$ cat src/rtl/dac_xfer_pkg.sv
package dac_xfer_pkg;

    typedef enum logic [1:0] {
        ST_DIRECT = 2'd0,
        ST_IDLE   = 2'd1,
        ST_WAIT   = 2'd2,
        ST_LOAD   = 2'd3
    } xfer_state_t;

    localparam int CTRL_EN_BIT  = 0;
    localparam int CTRL_SEL_LSB = 1;
    localparam int CTRL_SW_BIT  = 4;

endpackage

$ cat src/rtl/dac_xfer_regs.sv
module dac_xfer_regs
    import dac_xfer_pkg::*;
#(
    parameter int DATA_W = 12,
    parameter int SEL_W  = 3
) (
    input  logic              clk,
    input  logic              rst,
    input  logic              wr_en,
    input  logic              wr_addr,
    input  logic [DATA_W-1:0] wr_data,
    input  logic              load_i,
    output logic              en_o,
    output logic [SEL_W-1:0]  sel_o,
    output logic              sw_o,
    output logic [DATA_W-1:0] hold_o
);

    logic ctrl_wr;
    logic data_wr;

    assign ctrl_wr = wr_en && (wr_addr == 1'b0);
    assign data_wr = wr_en && (wr_addr == 1'b1);

    always_ff @(posedge clk) begin
        if (rst) begin
            en_o   <= 1'b0;
            sel_o  <= '0;
            hold_o <= '0;
        end else begin
            if (ctrl_wr) begin
                en_o  <= wr_data[CTRL_EN_BIT];
                sel_o <= wr_data[CTRL_SEL_LSB +: SEL_W];
            end
            if (data_wr) begin
                hold_o <= wr_data;
            end
        end
    end

    // Software request: write-one-to-set, hardware clear on load wins.
    always_ff @(posedge clk) begin
        if (rst) begin
            sw_o <= 1'b0;
        end else if (load_i) begin
            sw_o <= 1'b0;
        end else if (ctrl_wr && wr_data[CTRL_SW_BIT]) begin
            sw_o <= 1'b1;
        end
    end

    a_r7_sw_clear: assert property (@(posedge clk) disable iff (rst)
        load_i |=> !sw_o);

    a_r6_sw_set: assert property (@(posedge clk) disable iff (rst)
        (ctrl_wr && wr_data[CTRL_SW_BIT] && !load_i) |=> sw_o);

endmodule

$ cat src/rtl/dac_trig_sel.sv
module dac_trig_sel #(
    parameter int SEL_W   = 3,
    parameter int NUM_TMR = 6
) (
    input  logic               clk,
    input  logic               rst,
    input  logic [SEL_W-1:0]   sel_i,
    input  logic [NUM_TMR-1:0] tmr_i,
    input  logic               ext_i,
    input  logic               sw_i,
    output logic               rise_o
);

    localparam int NUM_SRC = 2 ** SEL_W;

    logic [NUM_SRC-1:0] src_vec;
    logic               src;
    logic               src_prev;

    for (genvar i = 0; i < NUM_SRC; i++) begin : g_src
        if (i < NUM_TMR) begin : g_tmr
            assign src_vec[i] = tmr_i[i];
        end else if (i == NUM_TMR) begin : g_ext
            assign src_vec[i] = ext_i;
        end else begin : g_sw
            assign src_vec[i] = sw_i;
        end
    end

    assign src = src_vec[sel_i];

    always_ff @(posedge clk) begin
        if (rst) begin
            src_prev <= 1'b0;
        end else begin
            src_prev <= src;
        end
    end

    assign rise_o = src && !src_prev;

    a_r3_edge_only: assert property (@(posedge clk) disable iff (rst)
        rise_o |=> !rise_o);

endmodule

$ cat src/rtl/dac_xfer_fsm.sv
module dac_xfer_fsm
    import dac_xfer_pkg::*;
#(
    parameter int DATA_W  = 12,
    parameter int LATENCY = 3
) (
    input  logic              clk,
    input  logic              rst,
    input  logic              en_i,
    input  logic              rise_i,
    input  logic [DATA_W-1:0] hold_i,
    output logic [DATA_W-1:0] dout_o,
    output logic              load_o
);

    localparam int CNT_W = (LATENCY > 2) ? $clog2(LATENCY - 1) : 1;

    xfer_state_t      state_q;
    xfer_state_t      state_d;
    logic [CNT_W-1:0] cnt_q;
    logic [CNT_W-1:0] cnt_d;

    always_comb begin
        state_d = state_q;
        cnt_d   = cnt_q;
        if (!en_i) begin
            state_d = ST_DIRECT;
        end else begin
            unique case (state_q)
                ST_DIRECT: state_d = ST_IDLE;
                ST_IDLE: begin
                    if (rise_i) begin
                        state_d = ST_WAIT;
                        cnt_d   = CNT_W'(LATENCY - 2);
                    end
                end
                ST_WAIT: begin
                    if (cnt_q == '0) begin
                        state_d = ST_LOAD;
                    end else begin
                        cnt_d = cnt_q - CNT_W'(1);
                    end
                end
                ST_LOAD: state_d = ST_IDLE;
                default: state_d = ST_DIRECT;
            endcase
        end
    end

    always_ff @(posedge clk) begin
        if (rst) begin
            state_q <= ST_DIRECT;
            cnt_q   <= '0;
        end else begin
            state_q <= state_d;
            cnt_q   <= cnt_d;
        end
    end

    assign load_o = en_i && (state_q == ST_LOAD);

    always_ff @(posedge clk) begin
        if (rst) begin
            dout_o <= '0;
        end else if (!en_i || load_o) begin
            dout_o <= hold_i;
        end
    end

    a_r5_arm: assert property (@(posedge clk) disable iff (rst || !en_i)
        (state_q == ST_IDLE && rise_i) |=> (state_q == ST_WAIT));

    a_r4_copy: assert property (@(posedge clk) disable iff (rst)
        (en_i && state_q == ST_LOAD) |=> (dout_o == $past(hold_i)));

    a_r3_hold_value: assert property (@(posedge clk) disable iff (rst)
        (en_i && state_q != ST_LOAD) |=> $stable(dout_o));

    a_r9_direct: assert property (@(posedge clk) disable iff (rst)
        !en_i |=> (dout_o == $past(hold_i)));

    a_r10_no_rearm: assert property (@(posedge clk) disable iff (rst || !en_i)
        (state_q == ST_WAIT || state_q == ST_LOAD) |=> (state_q != ST_IDLE || $past(state_q) == ST_LOAD));

endmodule

$ cat src/rtl/dac_xfer_ctrl.sv
module dac_xfer_ctrl #(
    parameter int DATA_W  = 12,
    parameter int SEL_W   = 3,
    parameter int NUM_TMR = 6,
    parameter int LATENCY = 3
) (
    input  logic               clk,
    input  logic               rst,
    input  logic               wr_en,
    input  logic               wr_addr,
    input  logic [DATA_W-1:0]  wr_data,
    input  logic [NUM_TMR-1:0] tmr_trg,
    input  logic               ext_line,
    output logic [DATA_W-1:0]  dac_code,
    output logic               sw_trig
);

    logic              en;
    logic [SEL_W-1:0]  sel;
    logic [DATA_W-1:0] hold;
    logic              rise;
    logic              load;

    dac_xfer_regs #(.DATA_W(DATA_W), .SEL_W(SEL_W)) u_regs (
        .clk     (clk),
        .rst     (rst),
        .wr_en   (wr_en),
        .wr_addr (wr_addr),
        .wr_data (wr_data),
        .load_i  (load),
        .en_o    (en),
        .sel_o   (sel),
        .sw_o    (sw_trig),
        .hold_o  (hold)
    );

    dac_trig_sel #(.SEL_W(SEL_W), .NUM_TMR(NUM_TMR)) u_sel (
        .clk    (clk),
        .rst    (rst),
        .sel_i  (sel),
        .tmr_i  (tmr_trg),
        .ext_i  (ext_line),
        .sw_i   (sw_trig),
        .rise_o (rise)
    );

    dac_xfer_fsm #(.DATA_W(DATA_W), .LATENCY(LATENCY)) u_fsm (
        .clk    (clk),
        .rst    (rst),
        .en_i   (en),
        .rise_i (rise),
        .hold_i (hold),
        .dout_o (dac_code),
        .load_o (load)
    );

    a_r11_reset: assert property (@(posedge clk)
        rst |=> (dac_code == '0 && !sw_trig));

endmodule

$ cat config.mk
export PLATFORM = sky130hd
export DESIGN_NAME = dac_xfer_ctrl
export DESIGN_NICKNAME = d
export VERILOG_FILES = /design/src/rtl/dac_xfer_pkg.sv /design/src/rtl/dac_xfer_regs.sv /design/src/rtl/dac_trig_sel.sv /design/src/rtl/dac_xfer_fsm.sv /design/src/rtl/dac_xfer_ctrl.sv
export SDC_FILE = /design/constraint.sdc
export NUM_CORES = 1
export LEC_CHECK = 0
export ABC_CLOCK_PERIOD_IN_PS = 1900
export BUFFER_PORTS_ARGS = -buffer_cell sky130_fd_sc_hd__buf_2
export CAP_MARGIN = 20
export CORE_ASPECT_RATIO = 0.75
export CORE_MARGIN = 8
export CORE_UTILIZATION = 51
export DETAILED_ROUTE_END_ITERATION = 12
export PLACE_DENSITY = 0.78
export SYNTH_ARGS = -nofsm -noshare
export SYNTH_HDL_FRONTEND = slang
export SYNTH_SLANG_ARGS = --single-unit
$ cat constraint.sdc
create_clock -name clk -period 1.9 [get_ports clk]
set_clock_uncertainty 0.15 [all_clocks]
set_input_delay 0.095 -clock clk [delete_from_list [all_inputs] [get_ports clk]]
set_output_delay 0.095 -clock clk [all_outputs]
set_load 0.02 [all_outputs]
======== Word level (Yosys, flattened, before mapping) ========
Cells that the tools add are included.
cells by class
  shift-type cells ........................ 0
  multiplexer cells ....................... 8
  equality and inequality tests ........... 5
  bitwise logic cells ..................... 2
  $lt $le $gt $ge ......................... 1
  divide/modulo/power cells ............... 0
  $add $sub $neg .......................... 1
  reduce and logical (&&, ||, !) cells .... 15
  multipliers ............................. 0
operators by type and width
  cell                   count
  $pmux W2 S3            1
  $reduce_or A2 Y1       3
  $logic_and A1 B1 Y1    5
  $eq A2 B2 Y1 const B   2
  $lt A3 B4 Y1 const B   1
  $mux W2                2
  $ne A2 B2 Y1 const B   2
  $bmux W1 S3            1
  $mux W1                3
  $reduce_and A3 Y1      1
  $eq A2 B1 Y1 const B   1
  $logic_not A1 Y1       2
  $logic_not A2 Y1       1
  $not A1 Y1             2
  $pmux W1 S2            1
  $reduce_and A2 Y1      1
  $reduce_bool A2 Y1     1
  $logic_or A1 B1 Y1     1
  $sub A1 B1 Y1 const B  1
storage, ports and cells
  memory bits (writable) .................. 0
  memories ................................ 0
  latch bits .............................. 0
  bits of input ports ..................... 23
  register bits after elaboration ......... 33
  word-level logic and storage cells ...... 40
  memory bits (read-only) ................. 0

======== Depth between registers and ports, before layout ========
Gate-level depths: netlist (run 1).
  word-level depth ........................ 5
  mapped depth ............................ 6

======== By module ========
From an unflattened synthesis (run 1), not the netlist that was laid out.
unflattened totals
  cells, all modules ...................... 159
  area total of the unflattened synthesis .. 1,345.0 um2
by module, submodules not included
  module         area an instance (um2)  cells an instance  instances
  dac_xfer_fsm   630.6                   75                 1
  dac_xfer_regs  606.8                   71                 1
  dac_trig_sel   107.6                   13                 1

======== Least setup slack after synthesis (run 1) ========
Ideal clock, no wire load.
  path kind ............................... register -> register
  start point ............................. register u_regs.sel_o[0]
  end point ............................... register u_fsm.state_q[1]
  clock period less this slack ............ 1.465 ns
  data arrival time ....................... 1.184 ns
  path buffers ............................ 1
  path slack .............................. 0.435 ns
  required time ........................... 1.620 ns
  cell stages (with the launch flop) ...... 6
  path through ............................ dfxtp_1 -> buf_6 -> mux2_4 -> a2bb2oi_2 -> a311oi_1 -> a211oi_2
between the ends
  cells in the longest elaborated chain, start to end .. 5
ends and longest elaborated chain
  item                           line                 text
  start, declared                dac_xfer_regs.sv:14  output logic [SEL_W-1:0] sel_o,
  start signal, assigned         dac_xfer_regs.sv:33  sel_o <= wr_data[CTRL_SEL_LSB +: SEL_W];
  $bmux W1 S3                    dac_trig_sel.sv:30   assign src = src_vec[sel_i];
  $mux W1 (implied by the code)  dac_trig_sel.sv:30
  $logic_and A1 B1 Y1            dac_trig_sel.sv:40   assign rise_o = src && !src_prev;
  $ne A2 B2 Y1 (no line)         --
  $reduce_and A2 Y1 (no line)    --
  end signal, assigned           dac_xfer_fsm.sv:55   state_q <= state_d;
  end, declared                  dac_xfer_fsm.sv:18   xfer_state_t state_q;
No other way between the ends. The select of a mux whose other input is x is not followed.
A chain may end at the register's enable or synchronous reset.

======== Worst setup path in the final report (run 1) ========
  start point ............................. input port wr_en
  end point ............................... register u_regs.hold_o[9]
between the ends
  cells in the longest elaborated chain, start to end .. 1
ends and longest elaborated chain
  item                  line                 text
  start, declared       dac_xfer_ctrl.sv:9   input logic wr_en,
  $logic_and A1 B1 Y1   dac_xfer_regs.sv:23  assign data_wr = wr_en && (wr_addr == 1'b1);
  end signal, assigned  dac_xfer_regs.sv:36  hold_o <= wr_data;
  end, declared         dac_xfer_regs.sv:16  output logic [DATA_W-1:0] hold_o
No other way between the ends.

==> results of run 1 <==
cells in the mapped netlist:
master,instances,area share [%]
nand2_1,54,15
dfxtp_1,33,49
a21oi_1,26,9.6
mux2i_1,7,5.2
nor2_1,7,1.9
clkbuf_1,6,1.7
inv_1,4,1.1
a31oi_1,3,1.4
ha_1,3,2.8
nor2b_1,3,1.4
a31o_1,2,1.3
nand2b_1,2,0.92
a211oi_1,1,0.56
a211oi_2,1,0.92
a21bo_2,1,0.74
a22oi_2,1,0.92
a2bb2oi_2,1,1.1
a311oi_1,1,0.65
and2_1,1,0.46
buf_2,1,0.37
buf_6,1,0.83
mux2_4,1,1.1
nand4_1,1,0.46
o21ba_2,1,0.74
state kept, by name, summed over array words and instances (netlist names):
register,flops
u_fsm.dout_o,12
u_regs.hold_o,12
u_regs.sel_o,3
u_fsm.state_q,2
u_fsm.cnt_q,1
u_regs.en_o,1
u_regs.sw_o,1
u_sel.src_prev,1
path summary, 6_finish.rpt:
check / from / endpoint / slack, ns / depth (start not counted)
max: wr_en / u_regs.hold_o[9] / 0.13 / 6
min: tmr_trg[2] / u_sel.src_prev / 0.10 / 5
max reg2reg: u_regs.sel_o[0] / u_fsm.state_q[1] / 0.29 / 4
min reg2reg: u_fsm.dout_o[4] / u_fsm.dout_o[4] / 0.30 / 2
placed cells by master (no fill, tap or decap), types with 2 or more instances in the layout:
| cell type | Yosys | layout |
|---|---|---|
| clkbuf_4 | 0 | 5 |
| buf_4 | 0 | 2 |
| nand2b_1 | 2 | 2 |
| inv_1 | 4 | 4 |
| a31oi_1 | 3 | 3 |
| ha_1 | 3 | 3 |
| a21oi_1 | 26 | 26 |
| nor2b_1 | 3 | 3 |
| clkinv_2 | 0 | 2 |
| dfxtp_1 | 33 | 33 |
| mux2i_1 | 7 | 7 |
| buf_2 | 1 | 35 |
| nor2_1 | 7 | 7 |
| dlygate4sd3_1 | 0 | 21 |
| a31o_1 | 2 | 2 |
| nand2_1 | 54 | 54 |
repair_timing:
| action | CTS | global route |
|---|---|---|
| endpoints found under the hold margin | 21 | 0 |
| hold buffers | 21 | 0 |
| gates resized for setup | 0 | 1 |
| setup endpoints to repair | 0 | 5 |
| buffers inserted | 0 | 0 |
where the power goes:
group / internal, mW / switching, mW
Combinational: 0.0858 / 0.0894
Sequential: 0.719 / 0.0176
Clock: 0.141 / 0.239
Total: 0.945 / 0.346
final cells by class:
class                   count  area [µm²]  share of cell area [%]
clock buffers               6        41.3                    2.28
clock inverters             2        10.0                   0.552
inverters                   4        15.0                   0.829
multi-input cells         117         639                    35.3
flip-flops and latches     33         661                    36.5
well taps                  36        45.0                    2.49
repair buffers             58         400                    22.1
layer usage:
layer | up-vias | global-route usage [%] | part of all wire, %
li1 | 653 | - | -
met1 | 588 | 18.4 | 41
met2 | 41 | 27.5 | 50
met3 | 9 | 4.79 | 6.1
met4 | 0 | 10.4 | 2.8
met5 | - | 0 | 0
through the flow:
step           hold WS [ns]  util [%]  setup slack (ns)  instance area (µm²)
2_1_floorplan        0.0235         -             0.435                 1350
3_3_place_gp          0.188      60.4             0.374                 1550
6_report              0.101      70.7             0.126                 1810
4_1_cts              0.0980      70.7             0.133                 1810
3_5_place_dp          0.195      60.4             0.309                 1550
5_1_grt               0.154      70.7            0.0290                 1810
worst max-delay path: stages:
cell and delay (ns):
dlygate4sd3_1 0.55, buf_2 0.15, nand2_1 0.32, nand2_1 0.10, a21oi_1 0.14, dlygate4sd3_1 0.55
kinds of logic after synthesis:
kind of cell / after synthesis
AOI/OAI and AO/OA: 38
adders and majority gates: 3
buffers and inverters: 12
DFF: 33
muxes: 8
and+or+nand+nor: 68
==> out/metrics.yaml, run 1 <==
maxSlewHeadroom_pct: 69.9
grt_pass1_wl_mm: 5.65
crit_type: "in -> reg"
fmax_mhz: 564
syn_area_mm2: 0.00135
ant_nets: 0
io_buffer_count: 35
syn-num-nets: 188
io_pins: 36
insertedDiodeCount: 0
synth_top_family_by_area: "simple AND/OR/NAND/NOR gates"
fp.dieW_um: 75.5
crit_fanout: 12
cp.arrival_ns: 1.91
cts-htree-levels: 2
cap_violations: 0
crit_path_start_kind: "input pin"
dp_cells: 227
syn_avg_cell_area_um2: 8.35
tightest_slew_ns: 0.451
clk_path_buf_depth: 2
min_period_over_period_pct: 93.4
cts_num_sinks: 33
drive_gt1_share_pct: 23.2
p_per_area_mw_per_mm2: 713
synth_cell_types: 24
cts_root_buffer: "clkbuf_4"
rsz0062_at_grt: "no"
row_count: 16
grt_max_degree: 20
dpl.hpwl_mm: 2.29
synth-compound-area-share_pct: 17.9
track_usage_pct: 16.6
synth_fa_ha_area_share_pct: 2.78
slew_viol_final: 0
cts_buffers: 5
synth-xor-area-share_pct: 0
antenna_found_initial: 0
area_growth_pct: 34.0
initial_utilization_pct: 52.8
status: "finished clean"
layout.cells.non_filler: 256
crit_path_end_kind: "flip-flop"
cts_tree: "built"
fin_setup_tns_ns: 0
synthMuxAreaShare_pct: 6.29
vias: 1291
fin_total_pwr_mw: 1.29
drt-pass1-iter-count: 4
finalHoldViolations: 0
fillers: 220
wl_mm: 3.36
grt_pass1_vias: 1267
drt_iter0_drc: 59
peakVddDrop_v: 0.000520
post-route-min-period_ns: 1.77
drc_errors: 0
power_leakage_nw: 0.786
die_h_um: 60.6
clock_latency_ns: 0.34
clk_pin_slew_ns: 0.10
grt_overflow: 0
drt-vias-per-instance: 5.04
synth_seq_cells: 33
yosys_warnings: 0
die_area_mm2: 0.00457
setup_viol: 0
ys_seq_area_share_pct: 48.8
fin_nets: 245
hold_class: "in -> reg"
required_ns: 2.04
design.core.area_mm2: 0.00256
synth-simple-area-share_pct: 20.2
synthCells: 162
wl_per_cell_um: 13.1
gp_congestion: 0.801
Note: power is estimated with default switching activity, not from simulation.
==> inputs of run 2 (changes only) <==
Settings changed: ABC_AREA set to 1, CAP_MARGIN 20 to 30, CORE_UTILIZATION 51 to 50, PLACE_DENSITY 0.78 to 0.77.
==> run 2 against run 1 <==
  * Design area down 1.8%
  * Register-to-register slack better by 0.10 ns
  * Critical path depth unchanged
  * Die area up 0.51%
  * Sequential power up 3.8%
  * Critical endpoint is now u_regs.sel_o[1]
==> out/metrics.yaml, run 2 <==
syn_area_mm2: 0.00134  # was 0.00135 mm²
fin_nets: 261  # was 245
drive_gt1_share_pct: 25.0  # was 23.2%
cap_violations: 0  # unchanged
max_stage_delay_ns: 0.55  # about the same
wl_per_cell_um: 11.7  # was 13.1 µm
path_common_cell: "dlygate4sd3_1"
clk_pin_slew_ns: 0.10  # about the same
rr_startpoint: "u_fsm.state_q[0]"  # was u_regs.sel_o[0]
required_ns: 2.03  # was 2.04 ns
ys.flop_type: "dfxtp_1"  # unchanged
post-route-min-period_ns: 1.74  # was 1.77 ns
insertedDiodeCount: 0  # unchanged
dpl.hpwl_mm: 2.17  # was 2.29 mm
crit_chain: "dlygate4sd3_1 > buf_2 > inv_2 > o21ai_1 > nor2_1 > dlygate4sd3_1"  # was dlygate4sd3_1 > buf_2 > nand2_1 > nand2_1 > a21oi_1 > dlygate4sd3_1
design.core.area_mm2: 0.00258  # was 0.00256 mm²
reg2reg_slack_ns: 0.39  # was 0.29 ns
fin_setup_tns_ns: 0  # unchanged
cts_tree: "built"  # unchanged
cts-htree-levels: 2  # unchanged
status: "finished clean"  # unchanged
p_switching_uw: 390  # was 346 µW
synth_area_leaders: "dfxtp_1, nor2_1, o21ai_1, nand2_1, inv_2"  # was dfxtp_1, nand2_1, a21oi_1, mux2i_1, ha_1
setup_viol: 0  # unchanged
io_pins: 36  # unchanged
fmax_mhz: 573  # was 564 MHz
vias: 1277  # was 1291
cp.arrival_ns: 1.88  # was 1.91 ns
worst_hold_path.num_cells: 5  # unchanged
synth_edf_count: 0  # unchanged
maxSlewHeadroom_pct: 67.7  # was 69.9%
clk_path_buf_depth: 2  # unchanged
synth_top_cell_area_share_pct: 49.5  # was 48.8%
track_usage_pct: 15.8  # was 16.6%
antenna_found_initial: 0  # unchanged
wl_mm: 3.19  # was 3.36 mm
synth_seq_cells: 33  # unchanged
crit_fanout: 29  # was 12
row_count: 16  # unchanged
power_leakage_nw: 0.869  # was 0.786 nW
crit_path_start_kind: "input pin"  # unchanged
cp-startpoint: "rst"  # was wr_en
internal_power_mw: 1.15  # was 945 µW
peakVddDrop_v: 0.000576  # was 0.000520 V
clock_latency_ns: 0.34  # about the same
reg2reg_depth: 5  # was 4
min_period_over_period_pct: 91.8  # was 93.4%
grt_pass1_wl_mm: 5.41  # was 5.65 mm
cts_resized: 0  # unchanged
gp_congestion: 0.775  # was 0.801
crit_type: "in -> reg"  # unchanged
initial_utilization_pct: 51.7  # was 52.8%
io_buffer_count: 35  # unchanged
yosysMostFrequentCell: "nor2_1"  # was nand2_1
syn_avg_cell_area_um2: 7.30  # was 8.35 µm²
tightest_slew_ns: 0.484  # was 0.451 ns
reg.largest.list: "u_fsm.dout_o x12, u_regs.hold_o x12, u_regs.sel_o x3"  # unchanged
grt_max_degree: 30  # was 20
die_h_um: 60.8  # was 60.6 µm
cts_num_sinks: 33  # unchanged
crit_family: "buffers and inverters"  # unchanged
min_from: "wr_en"  # was tmr_trg[2]
rsz0062_at_grt: "no"  # unchanged
clock_power_share_pct: 35.5  # was 29.4%
seqPwrFrac_pct: 49.6  # was 57.0%
ant_nets: 0  # unchanged
synth_top_cell_by_area: "dfxtp_1"  # unchanged
die_area_mm2: 0.00460  # was 0.00457 mm²
synth_cell_types: 17  # was 24
power_frac_comb_pct: 14.9  # was 13.6%
drc_errors: 0  # unchanged
async_flop_share_pct: 0  # unchanged
r2r_end: "u_fsm.dout_o[1]"  # was u_fsm.state_q[1]
area_growth_pct: 33.3  # was 34.0%
cts_buffers: 5  # unchanged
p_per_area_mw_per_mm2: 866  # was 713 mW/mm²
yosys_warnings: 0  # unchanged
cts_root_buffer: "clkbuf_4"  # unchanged
drt_iter0_drc: 73  # was 59
slowest_stage: "dlygate4sd3_1"  # unchanged
synth_common_cells: "nor2_1, dfxtp_1, o21ai_1"  # was nand2_1, dfxtp_1, a21oi_1
cp.depth: 6  # unchanged
syn-num-nets: 209  # was 188
layout_common_cells: "nor2_1, buf_2, dfxtp_1"  # was nand2_1, buf_2, dfxtp_1
path_buf_inv: 4  # was 3
drt-vias-per-instance: 4.69  # was 5.04
grt_overflow: 0  # unchanged
finalHoldViolations: 0  # unchanged
worstHoldEndpoint: "u_regs.en_o"  # was u_sel.src_prev
synthCells: 183  # was 162
hold_class: "in -> reg"  # unchanged
final_common_cell: "nor2_1"  # was nand2_1
slew_viol_final: 0  # unchanged
fp.dieW_um: 75.7  # was 75.5 µm
fin_total_pwr_mw: 1.54  # was 1.29 mW
crit_path_end_kind: "flip-flop"  # unchanged
p_sw_share_pct: 25.3  # was 26.8%
grt_pass1_vias: 1248  # was 1267
drt-pass1-iter-count: 6  # was 4
ys_seq_area_share_pct: 49.5  # was 48.8%
[run 2: changes by cell type after synthesis, moves of 4 or more]
cell     before  now
a21oi_1      26    6
nand3_1       0    4
nand2_1      54   15
nor2_1        7   59
inv_2         0   11
o21ai_1       0   28
mux2i_1       7    0
[run 2: power groups by stage]
stage               Combinational, mW  Clock [mW]  Sequential, mW
finish                          0.229       0.547           0.764
detailed placement              0.203           0           0.780
global route                    0.257       0.586           0.770
global placement                0.199           0           0.779
floorplan                       0.112           0           0.800
CTS                             0.228       0.555           0.764
[run 2: worst max path at each step]
stage,to,slack (ns)
after floorplan,u_fsm.dout_o[10],0.53
after global placement,u_fsm.dout_o[4],0.46
after detailed placement,u_fsm.dout_o[4],0.39
after CTS,u_regs.sw_o,0.18
after global routing,u_regs.sel_o[1],0.06
final,u_regs.sel_o[1],0.16
[run 2: tightest hold or removal path, cell delays in order]
cell and delay (ns):
buf_2 0.10, inv_1 0.04, nor2_1 0.06, inv_2 0.12, a21oi_1 0.08
[run 2: cell families (layout without fill, tap and decap cells)]
group / count (synthesis) / count (layout) / synth area share, %
flip-flops: 33 / 33 / 49.5
adder cells (fa/ha/maj): 3 / 3 / 2.81
buffers and inverters: 27 / 80 / 7.78
AO/OA/AOI/OAI: 35 / 35 / 13.4
AND/OR/NAND/NOR: 85 / 85 / 26.5
[run 2: stage by stage]
stage                     area [µm²]  setup slack (ns)  hold WS [ns]  cells  util (%)
final                           1780             0.155        0.0521    272      68.9
after global routing            1780            0.0612        0.0834    272      68.9
after CTS                       1780             0.175        0.0466    272      68.9
after detailed placement        1530             0.395         0.179    248      59.4
after global placement          1530             0.463         0.169    248      59.4
after floorplan                 1340             0.528        0.0167    183         -
[run 2: layer usage]
layer | up-vias | wire length, µm | track usage (%)
met4 | 0 | 70 | 8.45
met3 | 8 | 174 | 5.12
met1 | 552 | 1500 | 17.6
met2 | 36 | 1440 | 26.5
li1 | 681 | - | -
met5 | - | 0 | 0
[run 2: repair_timing]
action	4_1_cts	5_1_grt
endpoints found under the hold margin	20	0
setup buffers	0	0
hold buffers	16	0
[run 2: layout make-up]
cell class,count,area [µm²]
Tap cell,36,45.0
Inverter,20,75.1
Sequential cell,33,661
Timing Repair Buffer,52,343
Clock inverter,1,30.0
Fill cell,219,803
Clock buffer,7,55.1
Multi-Input combinational cell,123,571
